==> src/rtl/bwg_pkg.sv <==
package bwg_pkg;

  typedef enum logic {
    PH_OPEN = 1'b0,
    PH_SHUT = 1'b1
  } phase_e;

  // strobes issued by the control to the datapath registers
  typedef struct packed {
    logic cntClr;   // window counter back to zero
    logic cntInc;   // window counter advances
    logic budLoad;  // budget refilled from the cap
    logic budSub;   // accepted burst taken from the budget
  } gateStrobes_t;

endpackage

==> src/rtl/bwg_datapath.sv <==
module bwg_datapath #(
  parameter int CNT_W = 16,
  parameter int CAP_W = 16,
  parameter int LEN_W = 8
) (
  input  logic                  clk,
  input  logic                  rstN,
  input  bwg_pkg::gateStrobes_t strobes,
  input  logic [CNT_W-1:0]      onLen,
  input  logic [CNT_W-1:0]      offLen,
  input  logic [CAP_W-1:0]      wordCap,
  input  logic [LEN_W-1:0]      mstLen,
  output logic                  lenChg,
  output logic                  onZero,
  output logic                  offZero,
  output logic                  onDone,
  output logic                  offDone,
  output logic                  fits
);

  localparam int BEAT_W = CAP_W + 1;

  logic [CNT_W-1:0] winCnt;
  logic [CNT_W-1:0] onLenQ;
  logic [CNT_W-1:0] offLenQ;
  logic [CAP_W-1:0] budget;
  logic [BEAT_W-1:0] beats;
  logic             capZero;

  assign beats   = BEAT_W'(mstLen) + BEAT_W'(1);
  assign capZero = (wordCap == '0);
  assign onZero  = (onLen == '0);
  assign offZero = (offLen == '0);
  assign onDone  = (winCnt == onLen - CNT_W'(1));
  assign offDone = (winCnt == offLen - CNT_W'(1));
  assign lenChg  = (onLen != onLenQ) || (offLen != offLenQ);
  assign fits    = capZero || (beats <= {1'b0, budget});

  // shadow copies of the lengths, used to detect a rewrite
  always_ff @(posedge clk) begin
    onLenQ  <= onLen;
    offLenQ <= offLen;
  end

  always_ff @(posedge clk) begin
    if (!rstN) begin
      winCnt <= '0;
    end else if (strobes.cntClr) begin
      winCnt <= '0;
    end else if (strobes.cntInc) begin
      winCnt <= winCnt + CNT_W'(1);
    end
  end

  always_ff @(posedge clk) begin
    if (!rstN) begin
      budget <= wordCap;
    end else if (strobes.budLoad) begin
      budget <= wordCap;
    end else if (strobes.budSub && !capZero) begin
      budget <= budget - beats[CAP_W-1:0];
    end
  end

endmodule

==> src/rtl/bwg_ctrl.sv <==
module bwg_ctrl (
  input  logic                  clk,
  input  logic                  rstN,
  input  logic                  enable,
  input  logic                  lenChg,
  input  logic                  onZero,
  input  logic                  offZero,
  input  logic                  onDone,
  input  logic                  offDone,
  input  logic                  handshake,
  output bwg_pkg::gateStrobes_t strobes,
  output logic                  windowOpen
);

  import bwg_pkg::*;

  phase_e phase;
  phase_e phaseNext;
  logic   restart;

  assign restart    = !enable || lenChg;
  assign windowOpen = offZero || ((phase == PH_OPEN) && !onZero);

  always_comb begin
    phaseNext = phase;
    strobes   = '0;
    if (restart) begin
      phaseNext       = PH_OPEN;
      strobes.cntClr  = 1'b1;
      strobes.budLoad = 1'b1;
    end else if (phase == PH_OPEN) begin
      if (onZero || onDone) begin
        strobes.cntClr = 1'b1;
        if (offZero) begin
          strobes.budLoad = 1'b1;     // back-to-back open windows
        end else begin
          phaseNext = PH_SHUT;
        end
      end else begin
        strobes.cntInc = 1'b1;
      end
    end else begin
      if (offZero || offDone) begin
        phaseNext       = PH_OPEN;
        strobes.cntClr  = 1'b1;
        strobes.budLoad = 1'b1;
      end else begin
        strobes.cntInc = 1'b1;
      end
    end
    // a refill at this edge overrides the spend of the closing window
    strobes.budSub = handshake && !strobes.budLoad;
  end

  always_ff @(posedge clk) begin
    if (!rstN) begin
      phase <= PH_OPEN;
    end else begin
      phase <= phaseNext;
    end
  end

endmodule

==> src/rtl/burst_window_gate.sv <==
module burst_window_gate #(
  parameter int CNT_W = 16,
  parameter int CAP_W = 16,
  parameter int LEN_W = 8
) (
  input  logic             clk,
  input  logic             rstN,
  input  logic             enable,
  input  logic [CNT_W-1:0] onLen,
  input  logic [CNT_W-1:0] offLen,
  input  logic [CAP_W-1:0] wordCap,
  input  logic             mstValid,
  input  logic [LEN_W-1:0] mstLen,
  input  logic             slvReady,
  output logic             mstReady,
  output logic             slvValid
);

  bwg_pkg::gateStrobes_t strobes;
  logic lenChg, onZero, offZero, onDone, offDone, fits;
  logic windowOpen, pass, handshake;

  assign pass      = !enable || (windowOpen && fits);
  assign slvValid  = mstValid && pass;
  assign mstReady  = slvReady && pass;
  assign handshake = slvValid && slvReady;

  bwg_ctrl u_ctrl (
    .clk        (clk),
    .rstN       (rstN),
    .enable     (enable),
    .lenChg     (lenChg),
    .onZero     (onZero),
    .offZero    (offZero),
    .onDone     (onDone),
    .offDone    (offDone),
    .handshake  (handshake),
    .strobes    (strobes),
    .windowOpen (windowOpen)
  );

  bwg_datapath #(
    .CNT_W (CNT_W),
    .CAP_W (CAP_W),
    .LEN_W (LEN_W)
  ) u_dp (
    .clk     (clk),
    .rstN    (rstN),
    .strobes (strobes),
    .onLen   (onLen),
    .offLen  (offLen),
    .wordCap (wordCap),
    .mstLen  (mstLen),
    .lenChg  (lenChg),
    .onZero  (onZero),
    .offZero (offZero),
    .onDone  (onDone),
    .offDone (offDone),
    .fits    (fits)
  );

endmodule

==> config.mk <==
export PLATFORM = sky130hd
export DESIGN_NAME = burst_window_gate
export DESIGN_NICKNAME = d
export VERILOG_FILES = /design/src/rtl/bwg_pkg.sv /design/src/rtl/bwg_datapath.sv /design/src/rtl/bwg_ctrl.sv /design/src/rtl/burst_window_gate.sv
export SDC_FILE = /design/constraint.sdc
export NUM_CORES = 1
export LEC_CHECK = 0
export ABC_AREA = 1
export BUFFER_PORTS_ARGS = -buffer_cell sky130_fd_sc_hd__buf_2
export CAP_MARGIN = 10
export CORE_UTILIZATION = 53
export DETAILED_ROUTE_END_ITERATION = 7
export HOLD_SLACK_MARGIN = 0.05
export PLACE_DENSITY_LB_ADDON = 0.12
export SETUP_SLACK_MARGIN = 0.4
export SLEW_MARGIN = 20
export SYNTH_ARGS = -nofsm -noshare
export SYNTH_HDL_FRONTEND = slang
export SYNTH_SLANG_ARGS = --single-unit
==> constraint.sdc <==
create_clock -name clk -period 3 [get_ports clk]
set_input_delay 0.6 -clock clk [delete_from_list [all_inputs] [get_ports clk]]
set_output_delay 0.6 -clock clk [all_outputs]
set_load 0.02 [all_outputs]
==> metrics, run 1 <==
fmax 0.306 GHz; Synth cell types 46; area grow syn2layout 29.3%; status complete, but fails checks; Sink Count 65; average size of a mapped cell 7.13 um2; gr busiest metal met2; Setup WS pre-CTS -318 ps; RSZ-0062 raised after global routing yes; I/O pins 63; Core Area 8850 um2; Skew-Pair Late Insertion Delay 350 ps; max_slew headroom 58.3%; cell area after synthesis 4900 um2; met3 usage in global routing 3.94%; Yosys reg bits 65; fin worst setup slack -264 ps; Post-CTS Hold Buffers 0; crit-path max cell delay 350 ps; period utilisation layout 109%; row cnt 34; crit path capture type output port; hpwl dp 10.7 mm; Post-synth top flop dfxtp_1; input/output buffers 62; 1st-iter DRT viols 353; layout cell share with drive strength beyond 1 28.5%; first-pass GRT wire length 21.6 mm; vias in the first global route 4420; VDD IR max 0.000216 V; clock buffer depth 2; Clk network pwr share 34.0%; Worst setup SP type input port; Crit Path Class in2out; Crit Path Max Fanout 3; Nets 888; die area 9630 um2; n_diodes 0; residual DRC count 3; cell breakdown of the critical path buf_8, buf_4, buf_4, nand3_2, xor2_1, inv_1, ha_1, nand2_1, nor2_4, nand4_1, nand4_1, nor2_1, nand2_1, nand2_2, a21boi_4, buf_6; Clock Skews 17.2 ps; pin count of the biggest net entering global routing 27; 1st-pass router iterations 7; Worst Hold Class in2reg; WP buf/inv 5; Die Span Y 98.2 um; Post-Syn Nets 773; Max stage delay cell, worst path ha_1; grt total ovfl 0; initial antenna violation count 0; Async S/R FF share, synth 0%; Final Max Slew Viols 0; Min Clock Period, post-route 3260 ps; switching component of the power 0.000689 W; Routed wire per std cell 16.1 um; required time of the worst setup path 2400 ps; total power 0.00230 W; Yosys top cell by area dfxtp_1; Via density 5.47; Initial Utilization 55.4%; Clock Tree Root clkbuf_8; Final Non-Filler Cells 915; Final ANT Viol Nets 0; Die Wd 98.2 um; Cell Pwr Density 363 nW/um2; Sw Share 29.9%; Synth area leaders dfxtp_1 (20%), nand2_1 (12%), edfxtp_1 (9.8%); Synth Warn # 0; H-tree depth 3; GRT Overall Usage 28.8%; global-route met1 utilization 42.0%; Seq pwr share 41.3%; CP Data Arrival Time 2660 ps; Clock Pin Slew Worst Setup and Hold Paths 80 ps; WL final 14.7 mm; Yosys top cell area share 20.0%; dpl cells 885; actual slew at the worst max-slew pin 620 ps; detailed-route via count 5007; Finish-stage setup viols 2; TritonCTS clock tree built; Leakage 2.94 nW; met2 Resource Use GR 44.1%; Mapped Cells 687; Internal 0.00161 W; Max-Cap Viols 0; failing checks design-rule violations, negative setup slack; Fillers 717; final hold violations 0; global placement routability congestion 0.956; family with the most delay on the worst path simple AND/OR/NAND/NOR gates; sequential share of the synthesized area 29.8%; TritonCTS Buffers 9; Post-synth EDFFs 16; Comb pwr share 24.7%
## synth_stat cells (2+ instances only)
cell type  instances
nand2_1          160
inv_1             96
nor2_1            79
dfxtp_1           49
xor2_1            46
nand3_1           37
ha_1              24
xnor2_1           20
nand2_2           17
nand4_1           17
edfxtp_1          16
a21oi_1           13
nor3_1            11
o21ai_0           11
o21ai_2           10
nor2_2             9
nor4_1             8
nand3b_1           6
o22ai_1            6
or2_2              5
a21boi_0           4
nor2_4             4
a22o_1             3
nand3_2            3
o21bai_1           3
a211oi_1           2
a21o_1             2
and2_1             2
and3_1             2
buf_12             2
buf_2              2
inv_2              2
nand3_4            2
o211ai_1           2
## power by group through the flow
| stage | Sequential [W] | Combinational (W) | Clock, W |
|---|---|---|---|
| CTS | 0.000950 | 0.000508 | 0.000786 |
| floorplan | 0.000964 | 0.000272 | 0 |
| detailed placement | 0.000969 | 0.000474 | 0 |
| global route | 0.000954 | 0.000613 | 0.000823 |
| global placement | 0.000968 | 0.000462 | 0 |
| finish | 0.000951 | 0.000569 | 0.000783 |
## state kept, by name, summed over array words and instances, names as in the netlist
signal and cells:
u_dp.budget 16, u_dp.offLenQ 16, u_dp.onLenQ 16, u_dp.winCnt 16, u_ctrl.phase 1
## cells in the final DEF (no fill, tap or decap), drive strengths merged, types with 3 or more instances in the layout
cell	n
buf	110
nand3	42
o21ai	22
ha	24
nand3b	6
xor2	46
clkinv	3
a21oi	13
clkbuf	12
nand4	17
nor3	11
nor2	92
edfxtp	16
o21bai	3
o22ai	6
dfxtp	49
or2	5
nand2	179
a21boi	4
nor4	8
inv	98
a22o	3
xnor2	20
## final timing paths
| path | start | end | slack, ps | depth (start not counted) |
|---|---|---|---|---|
| worst max-delay path | mstLen[2] | mstReady | -260 | 16 |
| worst min-delay path | offLen[0] | u_dp.offLenQ[0]$_DFF_P_ | 360 | 1 |
| worst max register to register | u_dp.budget[1]$_DFFE_PP_ | u_dp.budget[3]$_DFFE_PP_ | 410 | 15 |
| worst min register to register | u_dp.winCnt[0]$_SDFFE_PP0P_ | u_dp.winCnt[0]$_SDFFE_PP0P_ | 510 | 1 |
## routing by layer
layer  vias up  wire length (um)  part of all wire [%]
met5         -                 0                     0
met4         0               330                   2.2
met3        29              1180                   8.0
met2       232              6640                    45
met1      2321              6590                    45
li1       2425                 -                     -
## layout make-up
cell class / count / area [um2] / area share [%]
Inverter: 98 / 372 / 5.86
Sequential cell: 65 / 1460 / 23.1
Clock inverter: 5 / 51.3 / 0.810
Timing Repair Buffer: 111 / 796 / 12.6
Clock buffer: 11 / 153 / 2.41
Multi-Input combinational cell: 517 / 3370 / 53.2
Tap cell: 108 / 135 / 2.13
## kinds of logic (layout without fill, tap and decap cells)
| family | count (synthesis) | after routing | synth area share (%) |
|---|---|---|---|
| simple gates | 364 | 365 | 34.4 |
| buf+inv | 106 | 225 | 9.09 |
| xor+xnor | 66 | 66 | 11.8 |
| flops | 65 | 65 | 29.8 |
| compound gates | 61 | 61 | 8.32 |
| fa+ha+maj | 25 | 25 | 6.54 |
## per-stage QoR
| stage | TNS [ps] | instance area (um2) | hold WS (ps) | util [%] |
|---|---|---|---|---|
| after CTS | -324 | 6020 | 368 | 68.0 |
| after global routing | -1660 | 6340 | 346 | 71.6 |
| after detailed placement | -5410 | 5640 | 482 | 63.8 |
| after global placement | -3190 | 5640 | 472 | 63.8 |
| after floorplan | 0 | 4990 | 452 | - |
| final | -519 | 6340 | 356 | 71.6 |
## what timing repair did
item                                    4_1_cts  5_1_grt
endpoints found under the setup margin       25       50
resized for setup                            28       49
setup buffers                                 5        7
pin swaps                                    14       25
gates cloned                                  1        1
No activity file was read; power rests on OpenSTA's default activity.
==> run 2: changes to the inputs <==
SLEW_MARGIN = 40   (was 20)
SYNTH_HIERARCHICAL = 1   (was not set)
==> run 2 against run 1 <==
Against the previous run: the flow still finishes with violations (design-rule violations, negative setup slack); register-to-register slack got worse by 500 ps; via count increased by 5.9%; non-clock buffer count increased by 30; combinational power decreased by 3%; die area decreased by 0.38%.
==> metrics, run 2 <==
Clk network pwr share 31.2%; detailed-route via count 5301; CP Data Arrival Time 2740 ps; actual slew at the worst max-slew pin 529 ps; sequential share of the synthesized area 29.9%; hpwl dp 10.3 mm; residual DRC count 7; Worst Hold Class in2reg; Internal 0.00149 W; clock buffer depth 2; layout cell share with drive strength beyond 1 31.8%; Comb pwr share 25.3%; Final Max Slew Viols 0; Via density 5.37; placed cell areas 5800 um2; Finished Cell Area 6640 um2; status complete, but fails checks; Yosys reg bits 65; Leakage 3.07 nW; Post-CTS Hold Buffers 0; Skew-Pair Late Insertion Delay 350 ps; H-tree depth 3; 1st-iter DRT viols 272; fmax 0.300 GHz; Initial Utilization 55.4%; final hold violations 0; global placement routability congestion 0.936; Min Clock Period, post-route 3340 ps; Crit Path Class in2out; cell area after synthesis 4880 um2; Post-synth top cells nand2_1 (189), inv_1 (100), nor2_1 (85), nand3_1 (52), dfxtp_1 (49); top-count cell post-synth nand2_1; Sink Count 65; 1st-pass router iterations 7; Nets 952; Crit Path Max Fanout 4; Synth cell types 39; Clock Skews 13.3 ps; Clock Tree Root clkbuf_8; Post-synth top flop dfxtp_1; Async S/R FF share, synth 0%; Finish-stage setup viols 19; max_slew headroom 64.4%; Clock Pin Slew Worst Setup and Hold Paths 80 ps; Yosys top cell by area dfxtp_1; WL final 14.6 mm; RSZ-0062 raised after global routing yes; n_diodes 0; total power 0.00218 W; post-route setup TNS -1360 ps; Yosys top cell area share 20.1%; TritonCTS Buffers 9; GRT Overall Usage 29.5%; I/O pins 63; Mapped Cells 727; Post-Syn Nets 804; fin worst setup slack -336 ps; Die Span Y 98.0 um; required time of the worst setup path 2400 ps; commonest non-fill, non-tap cell in the layout nand2_1; WHS 375 ps; post-layout util 75.4%; Synth area leaders dfxtp_1 (20%), nand2_1 (15%), edfxtp_1 (9.8%); failing checks design-rule violations, negative setup slack; period utilisation layout 111%; area grow syn2layout 36.1%; TritonCTS clock tree built; Max-Cap Viols 0; crit path capture type output port; pin count of the biggest net entering global routing 14; Cell Pwr Density 328 nW/um2; most frequent cells in the layout nand2_1 (177), inv_1 (86), nor2_1 (73); initial antenna violation count 0; Post-synth EDFFs 16; Sw Share 31.7%; die area 9600 um2; Final ANT Viol Nets 0; grt total ovfl 0; row cnt 34; Routed wire per std cell 14.8 um; Seq pwr share 43.5%; Synth Warn # 6; Die Wd 98.0 um; vias in the first global route 4897; Worst setup SP type input port; VDD IR max 0.000253 V; first-pass GRT wire length 22.5 mm; input/output buffers 62; average size of a mapped cell 6.71 um2; switching component of the power 0.000690 W; Core Area 8810 um2
-- run 2: changes by cell type in the layout (fill, tap and decap cells not counted), moves of 8 or more --
cell     previous run  this run
inv_2               4        14
buf_6               8        21
nand3_1            31        45
nor3_2              0         8
nor2_4              6        16
buf_4              40        60
a21oi_1             7        16
nand2_1           147       177
nand2_2            26        15
-- run 2: kinds of logic after synthesis --
family                   share of synthesized area, %
AO/OA/AOI/OAI                                    5.87
AND/OR/NAND/NOR                                  40.7
XOR/XNOR                                         10.7
adder cells (fa/ha/maj)                          4.26
buffers and inverters                            8.54
flip-flops                                       29.9
-- run 2: timing repair --
action,4_1_cts,5_1_grt
endpoints found under the setup margin,35,48
gates resized for setup,40,87
endpoints found under the hold margin,0,0
pin swaps,30,35
cloned,1,1
setup buffers,19,10
-- run 2: final cells by class --
cell class	instances	area, um2
multi-input cells	553	3360
clock inverters	7	46.3
clock buffers	9	124
well taps	108	135
flip-flops and latches	65	1460
repair buffers	141	1080
fillers	655	2160
inverters	105	433
-- run 2: power groups by stage --
stage	combinational (W)	clock, W	sequential (W)
after CTS	0.000509	0.000691	0.000947
after floorplan	0.000262	0	0.000963
after global routing	0.000598	0.000723	0.000951
after global placement	0.000438	0	0.000966
after detailed placement	0.000451	0	0.000968
final	0.000551	0.000678	0.000947
-- run 2: routing by layer --
metal / part of all wire, % / wire [um] / GRT usage, %
met1: 44 / 6350 / 37.6
met2: 47 / 6920 / 49.1
met3: 6.6 / 965 / 5.58
met4: 2.4 / 346 / 11.7
met5: 0 / 0 / 0
-- run 2: final timing paths --
path | depth (start not counted) | slack [ps] | end | start
max | 17 | -340 | slvValid | mstLen[1]
min reg2reg | 2 | 570 | u_dp/winCnt[14]$_SDFFE_PP0P_ | u_dp/winCnt[14]$_SDFFE_PP0P_
min | 1 | 370 | u_dp/offLenQ[1]$_DFF_P_ | offLen[1]
max reg2reg | 21 | -90 | u_dp/budget[8]$_DFFE_PP_ | u_dp/budget[0]$_DFFE_PP_
-- run 2: critical path, stage by stage --
cell      delay (ps)
buf_8             80
nand3_4           60
nand3b_1         180
nand3b_1         180
xor2_1           160
ha_1             340
nand2_2          150
nor2_4            40
nand2_1           70
nand3_2           80
o21ai_2          150
nand4_1          140
nand2_1          140
nand2_2           80
inv_2             90
nor2_4            40
buf_6            130
-- run 2: stage by stage --
stage,worst slack (ps),cells
after floorplan,114,727
after global placement,-144,941
after detailed placement,-249,941
after CTS,-130,977
after global routing,-415,988
final,-336,988
==> run 3: changes to the inputs <==
ABC_AREA = not set   (was 1)
CORE_UTILIZATION = 52   (was 53)
==> run 3 against run 2 <==
Against the previous run: routed wire length is 7.2% lower; global-route usage is 1.2 points higher; largest power group unchanged; die area is 9.4% lower; highest routed layer unchanged; worst hold slack better by 37 ps; sequential power hardly changed; final cell count is 23% lower; the flow finishes with violations (negative setup slack); first-iteration DRC count is 29% higher; sequential share of layout area is 1.4 points higher; clock power is 6.8% higher.
==> metrics, run 3 <==
Crit Path Class in2reg; actual slew at the worst max-slew pin 539 ps; Die Wd 93.2 um; detailed-route via count 4402; sequential share of the synthesized area 33.8%; pin count of the biggest net entering global routing 19; Seq pwr share 43.6%; Yosys top cell by area dfxtp_1; Worst Hold Class in2reg; Leakage 2.55 nW; Compound-Gate Fraction of Synth Area 10.6%; input/output buffers 62; commonest non-fill, non-tap cell in the layout buf_4; Core Area 7890 um2; die area 8690 um2; row cnt 32; Die Span Y 93.2 um; TritonCTS Buffers 9; cell area after synthesis 4330 um2; largest family of logic cells by synthesized area simple AND/OR/NAND/NOR gates; RSZ-0062 raised after global routing yes; Skew-Pair Late Insertion Delay 350 ps; post-layout util 79.0%; Initial Utilization 54.9%; 1st-iter DRT viols 352; dpl cells 732; top-count cell post-synth xnor2_1; Post-synth EDFFs 16; Post-Syn Nets 576; Routed wire per std cell 17.7 um; status complete, but fails checks; Clk network pwr share 33.2%; grt total ovfl 0; initial antenna violation count 1; Synth cell types 58; TritonCTS clock tree built; crit path capture type flop; Crit Path Max Fanout 8; Final Max Slew Viols 0; Clock Skews 8.77 ps; Via density 5.75; multiplexer share of the synthesized area 1.88%; Internal 0.00156 W; I/O pins 63; Synth Area in Simple Gates 23.6%; clock buffer depth 2; Critical Path Start offLen[0]; Yosys top cell area share 22.7%; Min Clock Period, post-route 3580 ps; VDD IR max 0.000327 V; Post-synth top flop dfxtp_1; final hold violations 0; global placement routability congestion 0.879; Final Non-Filler Cells 765; Max-Cap Viols 0; Cell Pwr Density 350 nW/um2; Worst R2R Start u_dp/winCnt[3]$_SDFFE_PP0P_; period utilisation layout 119%; layout cell share with drive strength beyond 1 39.0%; Yosys reg bits 65; Comb pwr share 23.2%; 1st-pass router iterations 5; WL final 13.5 mm; Final ANT Viol Nets 0; Sw Share 28.5%; fmax 0.280 GHz; failing checks negative setup slack; residual DRC count 0; synthesized-area fraction occupied by xor and xnor cells 21.2%; switching component of the power 0.000621 W; most frequent cells in the layout buf_4 (102), xnor2_1 (70), buf_2 (52); required time of the worst setup path 3050 ps; Post-synth top cells xnor2_1 (74), dfxtp_1 (49), nand2_1 (42), nor2_1 (38), xor2_1 (31); Sink Count 65; first-pass GRT wire length 20.2 mm; Mapped Cells 499; hold_sp offLen[15]; GRT Overall Usage 30.7%; area grow syn2layout 44.0%; average size of a mapped cell 8.68 um2; hpwl dp 9.78 mm; Clock Pin Slew Worst Setup and Hold Paths 70 ps; Nets 734; fin worst setup slack -577 ps; Async S/R FF share, synth 0%; WHS 412 ps; Finish-stage setup viols 51; Clock Tree Root clkbuf_8; H-tree depth 3; max_slew headroom 64.0%; Synth Warn # 6; CP Data Arrival Time 3630 ps; Worst setup SP type input port; Synth area leaders dfxtp_1 (23%), xnor2_1 (15%), edfxtp_1 (11%); vias in the first global route 4229; Synth Area in Adders 4.80%
[run 3: per-layer routing]
layer	vias to the layer above	GRT usage [%]	share of wire, %
met5	-	0	0
met4	0	8.85	2.5
met3	34	5.69	7.0
met2	191	49.0	46
met1	2093	42.2	45
li1	2084	-	-
[run 3: logic make-up (layout without fill, tap and decap cells)]
logic type | after synthesis | after routing
xor+xnor | 105 | 105
other cells | 0 | 1
buf+inv | 45 | 207
flops | 65 | 65
fa+ha+maj | 16 | 16
compound gates | 73 | 74
mux | 8 | 8
simple gates | 187 | 187
[run 3: metrics by stage]
stage	power [W]	worst slack, ps	TNS, ps	cell area, um2
after CTS	0.00215	-496	-19650	5990
after floorplan	0.00121	-691	-27540	4570
after global placement	0.00140	-792	-35560	5570
after global routing	0.00226	-686	-30440	6230
after detailed placement	0.00142	-895	-39470	5570
final	0.00218	-577	-24700	6230
[run 3: what timing repair did]
action,CTS,global route
pin swaps,23,27
gates cloned,1,2
setup buffers,7,6
setup endpoints to repair,51,51
gates resized for setup,41,36
hold buffers,0,0
endpoints found under the hold margin,0,0
[run 3: path summary, 6_finish.rpt]
check	end	depth (start not counted)	slack (ps)
worst max-delay path	u_dp/budget[8]$_DFFE_PP_	16	-580
worst min-delay path	u_dp/offLenQ[15]$_DFF_P_	1	410
worst max register to register	u_dp/budget[8]$_DFFE_PP_	13	-280
worst min register to register	u_dp/winCnt[15]$_SDFFE_PP0P_	2	590
[run 3: cell type report]
class                      count  area (um2)
sequential                    65        1460
tap                          102         128
clock inverter                 4        23.8
antenna                        1        2.50
inverter                      14        55.1
timing repair buffer         177        1340
fill                         519        1660
clock buffer                  12         166
multi-input combinational    390        3050
[run 3: power by group through the flow]
stage                     clock (W)  sequential [W]  combinational, W
final                      0.000724        0.000949          0.000505
after global routing       0.000764        0.000952          0.000547
after floorplan                   0        0.000964          0.000246
after detailed placement          0        0.000968          0.000449
after CTS                  0.000723        0.000948          0.000478
after global placement            0        0.000967          0.000436
[run 3: worst max-delay path, stage by stage]
cell       delay, ps
buf_2            130
inv_1             80
ha_1             230
nor2_1            80
nand2b_1         140
a2111oi_1        480
o311ai_1         200
or4_4            560
nor4_4           160
buf_4            170
buf_4            120
a21oi_4           60
o21ai_2          120
nand2b_4         230
buf_6            130
a21o_4           150
